==> src/rtl/ivl_pkg.sv <==
package ivl_pkg;
    localparam int BYTE_W = 8;
    localparam int CSUM_W = 16;

    // header byte offsets from the base address
    localparam int HDR_EXEC_OFS = 0;
    localparam int HDR_CSUM_OFS = 2;
    localparam int HDR_FLAG_OFS = 4;

    localparam int STEP_W = 3;
    // header read steps
    localparam logic [STEP_W-1:0] RS_CSUM_HI = 3'd0;
    localparam logic [STEP_W-1:0] RS_CSUM_LO = 3'd1;
    localparam logic [STEP_W-1:0] RS_MODE    = 3'd2;
    localparam logic [STEP_W-1:0] RS_EXEC_HI = 3'd3;
    localparam logic [STEP_W-1:0] RS_EXEC_LO = 3'd4;
    // seal write steps
    localparam logic [STEP_W-1:0] WS_LAST    = 3'd3;

    localparam logic [BYTE_W-1:0] FLAG_TRUE_BYTE = 8'hFF;

    typedef enum logic [2:0] {
        ST_IDLE,
        ST_SUM_REQ,
        ST_SUM_WAIT,
        ST_HDR_REQ,
        ST_HDR_WAIT,
        ST_DECIDE,
        ST_SEAL_WR
    } ivl_state_e;

    typedef enum logic {
        JOB_CHECK,
        JOB_SEAL
    } ivl_job_e;
endpackage

==> src/rtl/ivl_byte_sum.sv <==
module ivl_byte_sum
    import ivl_pkg::*;
(
    input  logic              clk,
    input  logic              rst_n,
    input  logic              clear,
    input  logic              add_en,
    input  logic [BYTE_W-1:0] byte_in,
    output logic [CSUM_W-1:0] sum_out
);
    logic [CSUM_W-1:0] sum_d, sum_q;

    always_comb begin
        sum_d = sum_q;
        if (clear)
            sum_d = '0;
        else if (add_en)
            sum_d = sum_q + CSUM_W'(byte_in);
    end

    always_ff @(posedge clk or negedge rst_n) begin
        if (!rst_n) sum_q <= '0;
        else        sum_q <= sum_d;
    end

    assign sum_out = sum_q;


    clear_zeroes_chk: assert property (@(posedge clk) disable iff (!rst_n)
        clear |=> (sum_out == '0));
endmodule

==> src/rtl/ivl_mode_check.sv <==
module ivl_mode_check
    import ivl_pkg::*;
#(
    parameter int                  MASK_W    = 16,
    parameter logic [MASK_W-1:0]   MODE_MASK = 16'h0006
) (
    input  logic [BYTE_W-1:0] mode_in,
    output logic              mode_ok
);
    localparam int IDX_W = (MASK_W > 1) ? $clog2(MASK_W) : 1;

    generate
        if (MASK_W >= (1 << BYTE_W)) begin : g_full
            // every byte value has its own mask bit
            assign mode_ok = MODE_MASK[mode_in[IDX_W-1:0]];
        end else begin : g_part
            logic in_range;
            assign in_range = (int'(mode_in) < MASK_W);
            assign mode_ok  = in_range && MODE_MASK[mode_in[IDX_W-1:0]];
        end
    endgenerate
endmodule

==> src/rtl/ivl_seq.sv <==
module ivl_seq
    import ivl_pkg::*;
#(
    parameter int                ADDR_W   = 16,
    parameter logic [ADDR_W-1:0] SUM_LO   = 16'h3B00,
    parameter logic [ADDR_W-1:0] SUM_HI   = 16'h4B00,
    parameter logic [ADDR_W-1:0] HDR_BASE = 16'h1000,
    parameter int                MODE_OFS = 6
) (
    input  logic              clk,
    input  logic              rst_n,
    input  logic              start_check,
    input  logic              start_seal,
    output logic              rd_en,
    output logic [ADDR_W-1:0] rd_addr,
    input  logic [BYTE_W-1:0] rd_data,
    input  logic              rd_valid,
    output logic              wr_en,
    output logic [ADDR_W-1:0] wr_addr,
    output logic [BYTE_W-1:0] wr_data,
    output logic              acc_clear,
    output logic              acc_add,
    input  logic [CSUM_W-1:0] sum_in,
    output logic [BYTE_W-1:0] mode_code,
    input  logic              mode_ok,
    output logic              busy,
    output logic              done,
    output logic              pass,
    output logic [CSUM_W-1:0] exec_addr
);
    localparam logic [ADDR_W-1:0] SUM_LAST = SUM_HI - ADDR_W'(1);

    typedef struct packed {
        ivl_state_e          st;
        ivl_job_e            job;
        logic [ADDR_W-1:0]   ptr;
        logic [STEP_W-1:0]   step;
        logic [CSUM_W-1:0]   csum;
        logic [BYTE_W-1:0]   mode;
        logic [CSUM_W-1:0]   ea;
        logic                done;
        logic                pass;
    } seq_t;

    seq_t r_d, r_q;

    function automatic logic [ADDR_W-1:0] hdr_rd_addr(input logic [STEP_W-1:0] s);
        case (s)
            RS_CSUM_HI: hdr_rd_addr = HDR_BASE + ADDR_W'(HDR_CSUM_OFS);
            RS_CSUM_LO: hdr_rd_addr = HDR_BASE + ADDR_W'(HDR_CSUM_OFS + 1);
            RS_MODE:    hdr_rd_addr = HDR_BASE + ADDR_W'(MODE_OFS);
            RS_EXEC_HI: hdr_rd_addr = HDR_BASE + ADDR_W'(HDR_EXEC_OFS);
            default:    hdr_rd_addr = HDR_BASE + ADDR_W'(HDR_EXEC_OFS + 1);
        endcase
    endfunction

    always_comb begin
        r_d       = r_q;
        r_d.done  = 1'b0;
        acc_clear = 1'b0;
        acc_add   = 1'b0;
        case (r_q.st)
            ST_IDLE: begin
                if (start_check || start_seal) begin
                    r_d.job   = start_check ? JOB_CHECK : JOB_SEAL;
                    r_d.ptr   = SUM_LO;
                    r_d.step  = '0;
                    r_d.pass  = 1'b0;
                    r_d.ea    = '0;
                    r_d.csum  = '0;
                    r_d.mode  = '0;
                    acc_clear = 1'b1;
                    r_d.st    = ST_SUM_REQ;
                end
            end
            ST_SUM_REQ: r_d.st = ST_SUM_WAIT;
            ST_SUM_WAIT: begin
                if (rd_valid) begin
                    acc_add  = 1'b1;
                    r_d.ptr  = r_q.ptr + ADDR_W'(1);
                    r_d.step = '0;
                    if (r_q.ptr == SUM_LAST)
                        r_d.st = (r_q.job == JOB_CHECK) ? ST_HDR_REQ : ST_SEAL_WR;
                    else
                        r_d.st = ST_SUM_REQ;
                end
            end
            ST_HDR_REQ: r_d.st = ST_HDR_WAIT;
            ST_HDR_WAIT: begin
                if (rd_valid) begin
                    case (r_q.step)
                        RS_CSUM_HI: r_d.csum[CSUM_W-1:BYTE_W] = rd_data;
                        RS_CSUM_LO: r_d.csum[BYTE_W-1:0]      = rd_data;
                        RS_MODE:    r_d.mode                  = rd_data;
                        RS_EXEC_HI: r_d.ea[CSUM_W-1:BYTE_W]   = rd_data;
                        default:    r_d.ea[BYTE_W-1:0]        = rd_data;
                    endcase
                    if (r_q.step == RS_MODE) begin
                        r_d.st = ST_DECIDE;
                    end else if (r_q.step == RS_EXEC_LO) begin
                        r_d.st   = ST_IDLE;
                        r_d.done = 1'b1;
                        r_d.pass = 1'b1;
                    end else begin
                        r_d.step = r_q.step + STEP_W'(1);
                        r_d.st   = ST_HDR_REQ;
                    end
                end
            end
            ST_DECIDE: begin
                if ((sum_in == r_q.csum) && mode_ok) begin
                    r_d.step = RS_EXEC_HI;
                    r_d.st   = ST_HDR_REQ;
                end else begin
                    r_d.st   = ST_IDLE;
                    r_d.done = 1'b1;
                    r_d.pass = 1'b0;
                    r_d.ea   = '0;
                end
            end
            ST_SEAL_WR: begin
                if (r_q.step == WS_LAST) begin
                    r_d.st   = ST_IDLE;
                    r_d.done = 1'b1;
                    r_d.pass = 1'b1;
                end else begin
                    r_d.step = r_q.step + STEP_W'(1);
                end
            end
            default: r_d.st = ST_IDLE;
        endcase
    end

    always_ff @(posedge clk or negedge rst_n) begin
        if (!rst_n) begin
            r_q      <= '0;
            r_q.st   <= ST_IDLE;
            r_q.job  <= JOB_CHECK;
        end else begin
            r_q <= r_d;
        end
    end

    always_comb begin
        rd_en   = (r_q.st == ST_SUM_REQ) || (r_q.st == ST_HDR_REQ);
        rd_addr = (r_q.st == ST_SUM_REQ) ? r_q.ptr : hdr_rd_addr(r_q.step);
        wr_en   = (r_q.st == ST_SEAL_WR);
        wr_addr = HDR_BASE + ADDR_W'(HDR_CSUM_OFS) + ADDR_W'(r_q.step);
        case (r_q.step)
            3'd0:    wr_data = sum_in[CSUM_W-1:BYTE_W];
            3'd1:    wr_data = sum_in[BYTE_W-1:0];
            default: wr_data = FLAG_TRUE_BYTE;
        endcase
    end

    assign mode_code = r_q.mode;
    assign busy      = (r_q.st != ST_IDLE);
    assign done      = r_q.done;
    assign pass      = r_q.pass;
    assign exec_addr = r_q.ea;


    sum_window_chk: assert property (@(posedge clk) disable iff (!rst_n)
        (rd_en && r_q.st == ST_SUM_REQ) |-> (rd_addr >= SUM_LO && rd_addr < SUM_HI));

    one_outstanding_chk: assert property (@(posedge clk) disable iff (!rst_n)
        rd_en |=> !rd_en);

    rvalid_expected_chk: assert property (@(posedge clk) disable iff (!rst_n)
        rd_valid |-> (r_q.st == ST_SUM_WAIT || r_q.st == ST_HDR_WAIT));

    rd_wr_exclusive_chk: assert property (@(posedge clk) disable iff (!rst_n)
        !(rd_en && wr_en));

    done_pulse_chk: assert property (@(posedge clk) disable iff (!rst_n)
        done |=> !done);

    busy_until_done_chk: assert property (@(posedge clk) disable iff (!rst_n)
        busy |=> (busy || done));

    fail_no_exec_chk: assert property (@(posedge clk) disable iff (!rst_n)
        (done && !pass) |-> (exec_addr == '0));

    result_hold_chk: assert property (@(posedge clk) disable iff (!rst_n)
        (!busy && !done && !start_check && !start_seal) |=> ($stable(pass) && $stable(exec_addr)));
endmodule

==> src/rtl/image_launch_gate.sv <==
module image_launch_gate
    import ivl_pkg::*;
#(
    parameter int                  ADDR_W      = 16,
    parameter logic [ADDR_W-1:0]   SUM_LO      = 16'h3B00,
    parameter logic [ADDR_W-1:0]   SUM_HI      = 16'h4B00,
    parameter logic [ADDR_W-1:0]   HDR_BASE    = 16'h1000,
    parameter int                  MODE_OFS    = 6,
    parameter int                  MODE_MASK_W = 16,
    parameter logic [MODE_MASK_W-1:0] MODE_MASK = 16'h0006
) (
    input  logic              clk,
    input  logic              rst_n,
    input  logic              start_check,
    input  logic              start_seal,
    output logic              mem_rd_en,
    output logic              mem_wr_en,
    output logic [ADDR_W-1:0] mem_addr,
    output logic [7:0]        mem_wdata,
    input  logic [7:0]        mem_rdata,
    input  logic              mem_rvalid,
    output logic              busy,
    output logic              done,
    output logic              pass,
    output logic [15:0]       exec_addr
);
    logic              acc_clear, acc_add;
    logic [CSUM_W-1:0] sum_val;
    logic [BYTE_W-1:0] mode_code;
    logic              mode_ok;
    logic [ADDR_W-1:0] rd_addr, wr_addr;

    ivl_byte_sum u_sum (
        .clk     (clk),
        .rst_n   (rst_n),
        .clear   (acc_clear),
        .add_en  (acc_add),
        .byte_in (mem_rdata),
        .sum_out (sum_val)
    );

    ivl_mode_check #(
        .MASK_W    (MODE_MASK_W),
        .MODE_MASK (MODE_MASK)
    ) u_mode (
        .mode_in (mode_code),
        .mode_ok (mode_ok)
    );

    ivl_seq #(
        .ADDR_W   (ADDR_W),
        .SUM_LO   (SUM_LO),
        .SUM_HI   (SUM_HI),
        .HDR_BASE (HDR_BASE),
        .MODE_OFS (MODE_OFS)
    ) u_seq (
        .clk         (clk),
        .rst_n       (rst_n),
        .start_check (start_check),
        .start_seal  (start_seal),
        .rd_en       (mem_rd_en),
        .rd_addr     (rd_addr),
        .rd_data     (mem_rdata),
        .rd_valid    (mem_rvalid),
        .wr_en       (mem_wr_en),
        .wr_addr     (wr_addr),
        .wr_data     (mem_wdata),
        .acc_clear   (acc_clear),
        .acc_add     (acc_add),
        .sum_in      (sum_val),
        .mode_code   (mode_code),
        .mode_ok     (mode_ok),
        .busy        (busy),
        .done        (done),
        .pass        (pass),
        .exec_addr   (exec_addr)
    );

    assign mem_addr = mem_wr_en ? wr_addr : rd_addr;
endmodule

==> config.mk <==
export PLATFORM = sky130hd
export DESIGN_NAME = image_launch_gate
export DESIGN_NICKNAME = d
export VERILOG_FILES = /design/src/rtl/ivl_pkg.sv /design/src/rtl/ivl_byte_sum.sv /design/src/rtl/ivl_mode_check.sv /design/src/rtl/ivl_seq.sv /design/src/rtl/image_launch_gate.sv
export SDC_FILE = /design/constraint.sdc
export NUM_CORES = 1
export LEC_CHECK = 0
export BUFFER_PORTS_ARGS = -buffer_cell sky130_fd_sc_hd__clkbuf_2
export CAP_MARGIN = 20
export CORE_MARGIN = 1.5
export CORE_UTILIZATION = 55
export DETAILED_ROUTE_END_ITERATION = 10
export GPL_TIMING_DRIVEN = 0
export MAX_ROUTING_LAYER = met4
export PLACE_DENSITY = 0.8
export SLEW_MARGIN = 10
export SYNTH_ARGS = -nofsm -noshare
export SYNTH_HDL_FRONTEND = slang
export SYNTH_SLANG_ARGS = --single-unit
==> constraint.sdc <==
create_clock -name clk -period 3.46 [get_ports clk]
set_input_delay 0.346 -clock clk [delete_from_list [all_inputs] [get_ports clk]]
set_output_delay 0.346 -clock clk [all_outputs]
set_load 0.02 [all_outputs]
After elaboration in Yosys (flattened, before gate mapping)
Memory sizes are Yosys's and may differ from the RTL's.
Cells that the tools add are included.
- word-level logic and storage cells: 114
- bits of input ports: 13
- memories: 1
- ROM bits: 16
- output and inout bits: 45
- register bits: 81
- memories (name ; depth ; bits a word ; rd ports ; clocked after Yosys merged registers in ; write ports ; RTL line ; source):
    (no name shown) ; 16 ; 1 ; 1 ; 0 ; 0 ; ivl_mode_check.sv:19 ; assign mode_ok = in_range && MODE_MASK[mode_in[IDX_W-1:0]];
- multiplexer cells: 44
- magnitude comparators: 2
- $add $sub $neg: 4
- equality and inequality tests: 27
- reduce and logical (&&, ||, !) cells: 24
- operators by type and width (cell ; count):
    $mux 16 ; 4
    $mux 63 ; 1
    $pmux 16 s3 ; 1
    $pmux 24 s2 ; 1
    $mux 45 ; 1
    $mux 8 ; 5
    $pmux 16 s2 ; 1
    $mux 3 ; 10
    $pmux 3 s7 ; 1
    $mux 19 ; 1
    $mux 18 ; 1
    $add 16x1->16 const B ; 1
    $add 16x8->16 ; 1
    $eq 16x15->1 const B ; 1
    $eq 16x16->1 ; 1
    $ne 2x1->1 const B ; 8
    $pmux 8 s2 ; 1
    $reduce_and 4->1 ; 4
    $pmux 3 s5 ; 1
    $add 13x3->14 const A ; 1
    $ne 2x2->1 const B ; 7
    $eq 3x2->1 const B ; 4
    $eq 3x3->1 const B ; 4
    $pmux 3 s4 ; 1
    other kinds (21) ; 39

Logic depth before layout (Yosys ltp)
Gate-level depths: netlist of the first run.
- depth after elaboration: 6
- gate-level depth with buffers: 8

By module
Synthesis of the first run repeated with hierarchy kept, for this count alone.
- cell total of the unflattened synthesis: 583
- area, all modules: 5482.8 µm²
- modules (own cells, without submodules) (module ; cells each ; instances ; seq. area each (µm²) ; area an instance (µm²)):
    ivl_seq ; 432 ; 1 ; 1626.6 ; 4017.6
    ivl_byte_sum ; 130 ; 1 ; 400.4 ; 1187.4
    image_launch_gate ; 18 ; 1 ; 0.0 ; 249.0
    ivl_mode_check ; 3 ; 1 ; 0.0 ; 28.8

Worst setup path after synthesis of the first run
OpenSTA, ideal clock, no wires.
- path type: reg-to-reg
- start: register u_sum.sum_q[0] (netlist: u_sum.sum_out[0])
- end: register u_sum.sum_q[10] (netlist: u_sum.sum_out[10])
- path buffers: 0
- arrival: 1.975 ns
- stages on the path, launching flop included: 9
- library setup time: 0.132 ns
- data required time: 3.328 ns
- slack: 1.353 ns
- cell sequence: dfrtp_1 ha_1 fa_1 a21oi_1 o211ai_1 o41a_1 nand4_1 xor2_1 nor2_1
- word-level cells in the longest chain between the ends: 3
- RTL lines (what ; RTL line ; source):
    start: declaration ; ivl_byte_sum.sv:11 ; logic [CSUM_W-1:0] sum_d, sum_q;
    start signal: assignment ; ivl_byte_sum.sv:23 ; else sum_q <= sum_d;
    $add 16x8->16 ; ivl_byte_sum.sv:18 ; sum_d = sum_q + CSUM_W'(byte_in);
    $mux 16 ; ivl_byte_sum.sv:17 ; else if (add_en)
    $mux 16 ; ivl_byte_sum.sv:15 ; if (clear)
No other way between the ends. The select of a mux whose other input is x is not followed.
A chain may end at the register's enable or synchronous reset.

Worst setup path in the final report of the first run
- start: register u_seq.r_q[43] (netlist name)
- end: output port mem_wdata[1]
- word-level cells in the longest chain between the ends: 2
- elaborated cells between the ends (all ways): 3
- RTL lines (what ; RTL line ; source):
    start: declaration ; ivl_seq.sv:45 ; seq_t r_d, r_q;
    start signal: assignment ; ivl_seq.sv:140 ; r_q <= r_d;
    $eq 3x1->1 / $logic_not 3->1 (equally long branches) ; ivl_seq.sv:149 ; case (r_q.step)
    $pmux 8 s2 (*) ; ivl_seq.sv:149 ;
    end: declaration ; image_launch_gate.sv:19 ; output logic [7:0] mem_wdata,
Mark *: on every way between the ends. The rest lies on a longest branch, timed or not.

==> results of run 1 <==
metal layers:
metal  vias to the layer above  part of all wire, %  global-route usage [%]
li1                       1815                    -                       -
met2                       140                   50                   43.43
met4                         0                  1.5                   9.436
met5                         -                    0                       -
met3                        17                  5.4                   3.476
met1                      1920                   43                   36.01
cell usage after synthesis (12+ instances only):
| master | instances | area (um2) |
|---|---|---|
| a21oi_1 | 19 | 95.09 |
| and2_1 | 19 | 118.9 |
| buf_4 | 17 | 127.6 |
| dfrtp_1 | 81 | 2027 |
| ha_1 | 15 | 187.7 |
| inv_1 | 12 | 45.04 |
| mux2_2 | 41 | 461.7 |
| nand2_1 | 32 | 120.1 |
| nand3_1 | 21 | 105.1 |
| nand4_1 | 12 | 75.07 |
| nor2_1 | 43 | 161.4 |
| o21ai_0 | 20 | 100.1 |
| xnor2_1 | 20 | 175.2 |
| xor2_1 | 20 | 175.2 |
path summary, 6_finish.rpt:
check                      slack (ps)                           start                             end  cells after the start
hold reg to reg                   510  u_seq.exec_addr[6]$_DFFE_PN0P_  u_seq.exec_addr[6]$_DFFE_PN0P_                      1
setup / recovery                  700       u_seq.r_q[43]$_DFFE_PN0P_                    mem_wdata[1]                      6
setup reg to reg                 1000    u_sum.sum_out[0]$_DFFE_PN0P_   u_sum.sum_out[10]$_DFFE_PN0P_                      8
hold / removal                    230                     start_check       u_seq.r_q[61]$_DFFE_PN0P_                      2
min in group asynchronous         520                           rst_n    u_sum.sum_out[4]$_DFFE_PN0P_                      2
max in group asynchronous        2340                           rst_n       u_seq.r_q[64]$_DFFE_PN0P_                      3
area by class of cell:
class	count	area, um2
fillers	668	2860
multi-input cells	350	2487
flip-flops and latches	81	2027
repair buffers	59	325.3
plain buffers	36	209.0
well taps	105	131.4
clock buffers	9	123.9
clock inverters	6	90.09
inverters	12	45.04
stage by stage:
| step | worst slack, ps | hold WS, ps | utilization [%] | cell area, um2 | power (W) |
|---|---|---|---|---|---|
| final | 695.6 | 230.0 | 65.54 | 5439 | 0.004020 |
| after global routing | 516.5 | 211.4 | 65.54 | 5439 | 0.004251 |
| after CTS | 705.1 | 206.5 | 65.54 | 5439 | 0.004015 |
| after global placement | 1081 | 489.4 | 62.48 | 5185 | 0.003183 |
| after detailed placement | 1008 | 366.5 | 62.84 | 5215 | 0.003241 |
| after floorplan | 1353 | 50.41 | - | 4768 | 0.002683 |
repair_timing:
action                                  in CTS  in global routing
hold endpoints to repair                    33                  0
endpoints found under the setup margin       0                  0
hold buffers                                 1                  0
worst max-delay path: stages, from the launching register on:
cell and delay, ps:
dfrtp_1 440, inv_1 120, ha_1 200, clkbuf_1 410, o21ai_1 340, a221o_1 380, clkbuf_2 170
cell families (layout without fill, tap and decap cells):
logic type               Yosys count  in the layout  synth area share, %
AND/OR/NAND/NOR                  168            168                18.94
flip-flops                        81             81                42.51
AO/OA/AOI/OAI                     82             82                11.20
adder cells (fa/ha/maj)           16             16                4.356
multiplexers                      44             44                10.31
XOR/XNOR                          40             40                7.347
buffers and inverters             48            122                5.327
power by group:
| group | internal [W] | leakage (nW) | switching (W) | total, W |
|---|---|---|---|---|
| logic | 0.000765 | 1.41 | 0.00126 | 0.00202 |
| registers | 0.00108 | 1.09 | 0.000139 | 0.00122 |
| clock network | 0.000406 | 0.106 | 0.000367 | 0.000774 |
registers in the layout, summed over array words and instances (netlist names):
name             cells
u_seq.r_q           39
u_sum.sum_out       16
u_seq.mode_code      8
u_seq.pass           1
u_seq.exec_addr     16
u_seq.done           1
==> metrics.md, run 1 <==
| Metric | Value |
|---|---|
| Run status | finished, final reports clean |
| Initial antenna violation count | 0 |
| Final setup TNS | 0 ps |
| P_leak | between 2 and 3 nW |
| Total gr overflow | 0 |
| H-tree Lvls | 3 |
| Post-synth EDFFs | 0 |
| WP data arrival | around 2400 ps |
| Slew @ Worst Pin | ~900 ps |
| Largest net degree at the start of global routing | 49 |
| Routed Antenna Nets | 0 |
| Syn Area/Cell | roughly 10 um2 |
| Number of synthesized register bits | 81 |
| Finished Layout Cells | between 600 and 700 |
| Largest vdd supply drop | 0.3198 mV |
| Commonest non-fill, non-tap cells in the layout | dfrtp_1 (81), clkbuf_2 (56), nor2_1 (43), mux2_2 (41), nand2_1 (32) |
| DR DRC count | 0 |
| Commonest non-fill, non-tap cell in the layout | dfrtp_1 |
| Final Hold Fails | 0 |
| CTS tree | done |
| TritonCTS buffer count | 9 |
| Root Driver | clkbuf_8 |
| Syn Nets | a little over 500 |
| Post-synthesis async set-or-reset flop share | 100.0% |
| PortBufs | 57 |
| Row count | 33 |
| Max transition margin | about two fifths |
| Gpl congestion | a little over 0.9 |
| Setup crit end kind | output pin |
| Top_reg_cell synth | dfrtp_1 |
| Die Area | 9237 um2 |
| Layout net count | 578 |
| Layout cell share with drive strength beyond 1 | between 20 and 30% |
| Critical Path RT | just over 3000 ps |
| Max FO, Critical Path | 10 |
| Layout Skew | about 10 ps |
| Setup bufs post-CTS | 0 |
| Total GRT Usage | 27.28% |
| Kind of critical path | flip-flop to output pin |
| Die Y | 96.11 um |
| Vias in the first global route | 3655 |
| Clk slew on worst S/H paths | around 90 ps |
| Routed via count | between 3k and 4k |
| Crit start category | flip-flop |
| Post-Syn Area | 4768 um2 |
| Slew Viols, Final | 0 |
| Fmax | 361.7 MHz |
| Routed WL | ~11 mm |
| Period minus WS final | ~2800 ps |
| Clk sinks | 81 |
| Placed insts | roughly 640 |
| First-pass DRT Iterations | 5 |
| Post-DR vias/cell | ~5.9 |
| Worst min path class | primary input to flip-flop |
| Global-route wire length before repair | 18.25 mm |
| Initial Util | between 50% and 60% |
| Core ar. | roughly 8300 um2 |
| RSZ-0062 raised after global routing | no |
| Clk buf depth | 2 |
| Post-CTS Resized | 0 |
| Final setup viols | 0 |
| Max-cap violations | 0 |
| Tcrit/Tclk final | between 70% and 80% |
| Die Wd | 96.11 um |
| Detail Placement HPWL | roughly 8.6 mm |
| Diodes inserted | 0 |
| Wire per inst | ~17 um |
| Mapped Cells | about 480 |
| Register area share after synthesis | 42.51% |
| P per Cell Area | around 740 nW/um2 |
| Synth Warn # | 0 |
| Count of unique library cells instantiated by Yosys | between 50 and 60 |
| Clock insertion delay at the later pin of the skew report | approximately 360 ps |
| Initial DRC Count | roughly 250 |
| Io pins | just under 60 |
| P&R area growth vs syn | 14.06% |
No activity file was read; power rests on OpenSTA's default activity.
==> run 2, diff against run 1 <==
- clock period: 3.46 -> 2.8 ns (I/O delays scaled with it)
==> metrics.md, run 2 (synthesized netlist as in run 1, its figures left out) <==
| Metric | Value |
|---|---|
| Setup crit end kind | output pin |
| Io pins | 58 (unchanged) |
| Layout net count | 578 (unchanged) |
| Max-cap violations | 0 (unchanged) |
| Layout cell share with drive strength beyond 1 | 28.03% (+0.36 points) |
| Worst reg2reg path depth | 8 (unchanged) |
| Final setup TNS | 0 ps (unchanged) |
| Run status | finished, final reports clean |
| Setup bufs post-CTS | 0 (unchanged) |
| Die Y | 96.11 um (unchanged) |
| WP data arrival | 2360 ps (-60 ps) |
| Slew @ Worst Pin | 898.1 ps (+2.009 ps) |
| Vias in the first global route | 3655 (unchanged) |
| P_leak | 2.615 nW (+0.12%) |
| DR DRC count | 0 (unchanged) |
| Clk sinks | 81 (unchanged) |
| Critical Path RT | 2520 ps (-590 ps) |
| CTS tree | done |
| Initial DRC Count | 241 (-5.1%) |
| PortBufs | 57 (unchanged) |
| Kind of critical path | flip-flop to output pin |
| Max FO, Critical Path | 10 (unchanged) |
| Largest vdd supply drop | 0.3930 mV (+23%) |
| Hold Path Cell Cnt | 2 (unchanged) |
| Max reg flops | 39 (unchanged) |
| Total GRT Usage | 27.28% (unchanged) |
| Clk buf depth | 2 (unchanged) |
| Period minus WS final | about 2600 ps |
| Initial antenna violation count | 0 (unchanged) |
| Post-DR vias/cell | 5.895 (-0.33%) |
| Root Driver | clkbuf_8 |
| Routed via count | 3879 (-0.33%) |
| Gpl congestion | 0.9218 (unchanged) |
| R2r setup slk | 340 ps (-660 ps) |
| Worst min path class | primary input to flip-flop |
| Clk slew on worst S/H paths | 90 ps (about the same) |
| Global-route wire length before repair | 18.25 mm (unchanged) |
| Commonest non-fill, non-tap cell in the layout | dfrtp_1 |
| H-tree Lvls | 3 (unchanged) |
| Clock insertion delay at the later pin of the skew report | 360 ps (about the same) |
| Hold_sp | start_check |
| Layout Skew | 11.21 ps (+1.254 ps) |
| Fmax | between 300 and 400 MHz |
| Largest net degree at the start of global routing | 49 (unchanged) |
| Largest Register | u_seq.r_q |
| Routed WL | 11.43 mm (-0.24%) |
| RSZ-0062 raised after global routing | no |
| TritonCTS buffer count | 9 (unchanged) |
| Tcrit/Tclk final | between 90% and 100% |
| Max transition margin | 39.66% (-0.13 points) |
| Placed insts | 642 (unchanged) |
| Crit start category | flip-flop |
| Slew Viols, Final | 0 (unchanged) |
| Die Area | 9237 um2 (unchanged) |
| Row count | 33 (unchanged) |
| Diodes inserted | 0 (unchanged) |
| First-pass DRT Iterations | 5 (unchanged) |
| Final setup viols | 0 (unchanged) |
| Worst Hold End | u_seq.r_q[61]$_DFFE_PN0P_ |
| Wire per inst | 17.37 um (-0.24%) |
| Commonest non-fill, non-tap cells in the layout | dfrtp_1 (81), clkbuf_2 (57), nor2_1 (42), mux2_2 (41), nand2_1 (32) |
| Finished Layout Cells | 658 (unchanged) |
| Detail Placement HPWL | 8.554 mm (unchanged) |
| RR Startpoint | u_sum.sum_out[0]$_DFFE_PN0P_ |
| Total gr overflow | 0 (unchanged) |
| Final Hold Fails | 0 (unchanged) |
| P&R area growth vs syn | 14.14% (about the same) |
| Core ar. | 8299 um2 (unchanged) |
| Routed Antenna Nets | 0 (unchanged) |
| Worst r2r dst | u_sum.sum_out[10]$_DFFE_PN0P_ |
| Initial Util | 57.46% (unchanged) |
| Die Wd | 96.11 um (unchanged) |
| P per Cell Area | 912.9 nW/um2 (+24%) |
[run 2: changes by cell type in the layout (fill, tap and decap cells not counted)]
cell	change
clkbuf_1	-1
nor2_2	+1
clkbuf_2	+1
nor2_1	-1
[run 2: worst max-delay path: stages (launching register included)]
cell	delay [ps]
dfrtp_1	440
inv_1	120
ha_1	220
clkbuf_1	390
o21ai_1	300
a221o_1	360
clkbuf_2	170
[run 2: metal layers]
layer  GRT usage (%)  routed length (um)  vias to the layer above
li1                -                   -                     1817
met1           36.01                4940                     1919
met2           43.43                5744                      128
met3           3.476                 589                       15
met4           9.436                 159                        0
met5               -                   0                        -
[run 2: final cells by class]
cell class,instances,area (um2)
tap,105,131.4
clock buffer,9,123.9
buffer,36,210.2
inverter,12,45.04
fill,670,2856
timing repair buffer,59,325.3
clock inverter,6,90.09
multi-input combinational,350,2490
sequential,81,2027
[run 2: per-stage QoR]
step	hold slack, ps	worst slack [ps]	cell area (um2)	utilization, %	total power [W]
finish	150.9	156.2	5443	65.58	0.004968
global route	145.4	39.70	5443	65.58	0.005259
CTS	140.5	111.1	5439	65.54	0.004961
detailed placement	300.5	382.1	5215	62.84	0.004004
global placement	489.4	458.6	5185	62.48	0.003933
floorplan	-15.59	693.0	4768	-	0.003315
[run 2: worst max-delay path by stage]
| stage | slack, ps | cells past startpoint | from | end |
|---|---|---|---|---|
| after detailed placement | 380 | 8 | u_sum.sum_out[0]$_DFFE_PN0P_ | u_sum.sum_out[10]$_DFFE_PN0P_ |
| after CTS | 110 | 7 | u_seq.r_q[64]$_DFFE_PN0P_ | mem_addr[11] |
| final | 160 | 6 | u_seq.r_q[43]$_DFFE_PN0P_ | mem_wdata[1] |
| after floorplan | 690 | 8 | u_sum.sum_out[0]$_DFFE_PN0P_ | u_sum.sum_out[10]$_DFFE_PN0P_ |
| after global routing | 40 | 7 | u_seq.r_q[64]$_DFFE_PN0P_ | mem_addr[7] |
| after global placement | 460 | 8 | u_sum.sum_out[0]$_DFFE_PN0P_ | u_sum.sum_out[10]$_DFFE_PN0P_ |
[run 2: power breakdown]
group          leakage, nW  internal, W  switching (W)  total, W
Sequential            1.09      0.00134       0.000172   0.00151
Clock                0.106     0.000502       0.000453  0.000956
Combinational         1.42     0.000947        0.00156   0.00250
[run 2: repair_timing]
action	in CTS	in global routing
endpoints found under the setup margin	0	18
endpoints found under the hold margin	33	0
resized for setup	0	3
hold buffers	1	0
==> run 3, diff against run 2 <==
- CORE_UTILIZATION: 55 -> 60
- HOLD_SLACK_MARGIN: unset -> 0.1
- PLACE_DENSITY: 0.8 -> 0.85
- SYNTH_HIERARCHICAL: unset -> 1
==> metrics.md, run 3 <==
| Metric | Value |
|---|---|
| Run status | complete, but fails checks |
| Violated checks | DRC |
| Die Area | 9720 um2 (+5.2%) |
| Synth Warn # | 6 (+6) |
| Io pins | 58 (unchanged) |
| Largest Register | u_seq/r_q |
| Max transition margin | 50.65% (+11 points) |
| Clk buf depth | 2 (unchanged) |
| Post-Synth Simple-Gate Area | 19.53% (+0.59 points) |
| P per Cell Area | 811.0 nW/um2 (-11%) |
| Row count | 34 (+3.0%) |
| Crit-path cells | clkbuf_2 -> clkbuf_2 -> nand2_1 -> nor2_1 -> buf_6 -> buf_12 -> mux2_4 -> clkbuf_2 |
| Total GRT Usage | 28.80% (+1.5 points) |
| Wire per inst | 16.97 um (-2.3%) |
| WHS | 145.5 ps (-5.433 ps) |
| Count of unique library cells instantiated by Yosys | 69 (+28%) |
| RSZ-0062 raised after global routing | no |
| Largest net degree at the start of global routing | 53 (+8.2%) |
| Final Hold Fails | 0 (unchanged) |
| Setup crit end kind | output pin |
| Post-synthesis mux area share | 9.973% (-0.34 points) |
| Detail Placement HPWL | 9.822 mm (+15%) |
| Routed via count | 4666 (+20%) |
| Global-route wire length before repair | 21.52 mm (+18%) |
| Met2 routed WL | 6.323 mm (+10%) |
| Met3 routed WL | 987 um (+68%) |
| Number of synthesized register bits | 81 (unchanged) |
| Gpl congestion | 0.9606 (+4.2%) |
| Layout Skew | 6.103 ps (-5.110 ps) |
| Clk sinks | 81 (unchanged) |
| Sequential Power Share | 29.4% (-1.0 points) |
| Fmax | 375.6 MHz (-0.71%) |
| Internal Power | 0.002878 W (+3.2%) |
| CTS tree | done |
| Most area-hungry cell type in the Yosys netlist | dfrtp_1 |
| P_leak | 3.036 nW (+16%) |
| Max FO, Critical Path | 10 (unchanged) |
| Net switching power | 0.002187 W (+0.28%) |
| Top cells by area, synth | dfrtp_1 (37%), mux2_4 (5.8%), buf_4 (5.1%) |
| Synth Area in Compound Gates | 15.70% (+4.5 points) |
| Worst min path class | primary input to flip-flop |
| P&R area growth vs syn | 13.92% |
| Uppermost routed layer | met4 |
| Final setup TNS | 0 ps (unchanged) |
| Largest family of logic cells by synthesized area | simple AND/OR/NAND/NOR gates |
| Max-cap violations | 0 (unchanged) |
| Tcrit/Tclk final | 95.09% (+0.67 points) |
| Commonest cells post-synth | dfrtp_1 (81), nand2_1 (50), o21ai_0 (50) |
| Most numerous cell in the Yosys netlist | dfrtp_1 |
| Post-synthesis async set-or-reset flop share | 100.0% (unchanged) |
| Adder-Cell Fraction of Synth Area | 4.245% (-0.11 points) |
| Final setup viols | 0 (unchanged) |
| Clock network power share | 21.1% (+1.9 points) |
| Initial Util | 62.26% (+4.8 points) |
| Combinational group share of total power | 49.5% (-0.9 points) |
| H-tree Lvls | 3 (unchanged) |
| Post-Syn Area | 5483 um2 (+15%) |
| Top_reg_cell synth | dfrtp_1 |
| Register area share after synthesis | 36.97% (-5.5 points) |
| CP delay by family, top | buffers and inverters |
| Slew @ Worst Pin | 740.2 ps (-157.9 ps) |
| DR DRC count | 5 (+5) |
| Initial DRC Count | 288 (+20%) |
| PortBufs | 56 (-1.8%) |
| Initial antenna violation count | 0 (unchanged) |
| Met1 Routed Length | 5.488 mm (+11%) |
| Post-synth EDFFs | 0 (unchanged) |
| Total gr overflow | 0 (unchanged) |
| WP data arrival | 2380 ps (+20 ps) |
| Slew Viols, Final | 0 (unchanged) |
| Routed WL | 13.15 mm (+15%) |
| Commonest non-fill, non-tap cells in the layout | dfrtp_1 (81), clkbuf_2 (63), o21ai_0 (50), nand2_1 (49), nor2_1 (40) |
| Crit path largest cell delay | 390 ps (-50 ps) |
| Root Driver | clkbuf_8 |
| Most frequent CP cell | clkbuf_2 |
| Routed Antenna Nets | 0 (unchanged) |
| Commonest non-fill, non-tap cell in the layout | dfrtp_1 |
| Critical path's slowest cell | dfrtp_1 |
| Post-synth top area share | 36.97% (-5.5 points) |
| Critical Path RT | 2520 ps (about the same) |
| Post-DR vias/cell | 6.021 (+2.1%) |
| Vias in the first global route | 4556 (+25%) |
| Diodes inserted | 0 (unchanged) |
| Layout cell share with drive strength beyond 1 | 27.59% (-0.44 points) |
| Switching part of the total | 43.18% (-0.72 points) |
| Largest vdd supply drop | 0.6302 mV (+60%) |
| Core ar. | 8806 um2 (+6.1%) |
| Post-synthesis xor/xnor area fraction | 4.473% (-2.9 points) |
| Syn Area/Cell | 9.404 um2 (-5.5%) |
| TritonCTS buffer count | 9 (unchanged) |
| Die Y | 98.59 um (+2.6%) |
| Clk slew on worst S/H paths | 90 ps (about the same) |
| First-pass DRT Iterations | 10 (+5) |
| Clock insertion delay at the later pin of the skew report | 360 ps (about the same) |
| Kind of critical path | flip-flop to output pin |
| Die Wd | 98.59 um (+2.6%) |
| Max reg flops | 39 (unchanged) |
| Crit path buf inv count | 5 (+2) |
| Core Util, Final | 70.93% (+5.3 points) |
| Period minus WS final | 2663 ps (+18.82 ps) |
| Layout net count | 693 (+20%) |
| Crit start category | flip-flop |
| Mapped Cells | 583 (+22%) |
run 3: cell count changes after synthesis, moves of 9 or more:
cell | previous run | this run
xnor2_1 | 20 | 7
buf_4 | 17 | 37
nand2_1 | 32 | 50
and3_1 | 3 | 12
o21ai_0 | 20 | 50
clkbuf_1 | 10 | 23
nor2b_1 | 2 | 11
mux2_2 | 41 | 16
mux2_4 | 0 | 21
run 3: path summary, 6_finish.rpt:
path	cells after the start	slack, ps	to	start
min	2	150	u_seq/r_q[61]$_DFFE_PN0P_	start_check
max	8	140	mem_addr[5]	u_seq/r_q[63]$_DFFE_PN0P_
max in group asynchronous	3	1760	u_seq/r_q[42]$_DFFE_PN0P_	rst_n
min reg2reg	2	490	u_seq/mode_code[5]$_DFFE_PN0P_	u_seq/mode_code[5]$_DFFE_PN0P_
max reg2reg	6	180	u_seq/exec_addr[13]$_DFFE_PN0P_	u_seq/mode_code[6]$_DFFE_PN0P_
min in group asynchronous	2	430	u_seq/pass$_DFFE_PN0P_	rst_n
run 3: power groups by stage:
stage	Clock [W]	Sequential, W	Combinational [W]
final	0.00107	0.00149	0.00251
after global routing	0.00113	0.00151	0.00272
after CTS	0.00108	0.00149	0.00246
after detailed placement	0	0.00151	0.00244
after global placement	0	0.00150	0.00236
after floorplan	0	0.00146	0.00185
run 3: layer usage:
layer | GRT usage, % | up-vias
met1 | 35.43 | 2238
met5 | - | -
met4 | 10.88 | 0
met3 | 7.021 | 36
met2 | 46.26 | 210
li1 | - | 2182
run 3: logic make-up after synthesis:
kind of cell,Yosys count
other,2
DFF,81
and+or+nand+nor,198
muxes,42
adders and majority gates,18
buffers and inverters,84
AOI/OAI and AO/OA,130
xor gates and xnor gates,28
run 3: final cells by class:
type / count / area, um2
inverter: 16 / 60.06
timing repair buffer: 59 / 327.8
tap: 108 / 135.1
clock buffer: 9 / 123.9
sequential: 81 / 2027
fill: 662 / 2560
multi-input combinational: 428 / 3007
clock inverter: 7 / 126.4
buffer: 67 / 439.2
run 3: through the flow:
| stage | instances | area (um2) | total power, W | setup slack [ps] |
|---|---|---|---|---|
| 2_1_floorplan | 593 | 5520 | 0.003307 | 442.5 |
| 3_3_place_gp | 757 | 5936 | 0.003861 | -15.22 |
| 3_5_place_dp | 758 | 5966 | 0.003946 | -103.8 |
| 4_1_cts | 774 | 6227 | 0.005036 | 2.765 |
| 5_1_grt | 775 | 6246 | 0.005370 | 5.043 |
| 6_report | 775 | 6246 | 0.005065 | 137.4 |
run 3: worst reg2reg max path, stage by stage, from the launching register on:
cell and delay (ps):
dfrtp_1 390, buf_4 130, or4_1 520, nor4_2 350, nand3_2 230, o311ai_4 480, mux2_2 400
run 3: what timing repair did:
item / CTS / global route
endpoints found under the setup margin: 17 / 31
hold endpoints to repair: 29 / 0
pin swaps: 0 / 2
buffers inserted: 0 / 1
hold buffers: 1 / 0
gates resized for setup: 4 / 9
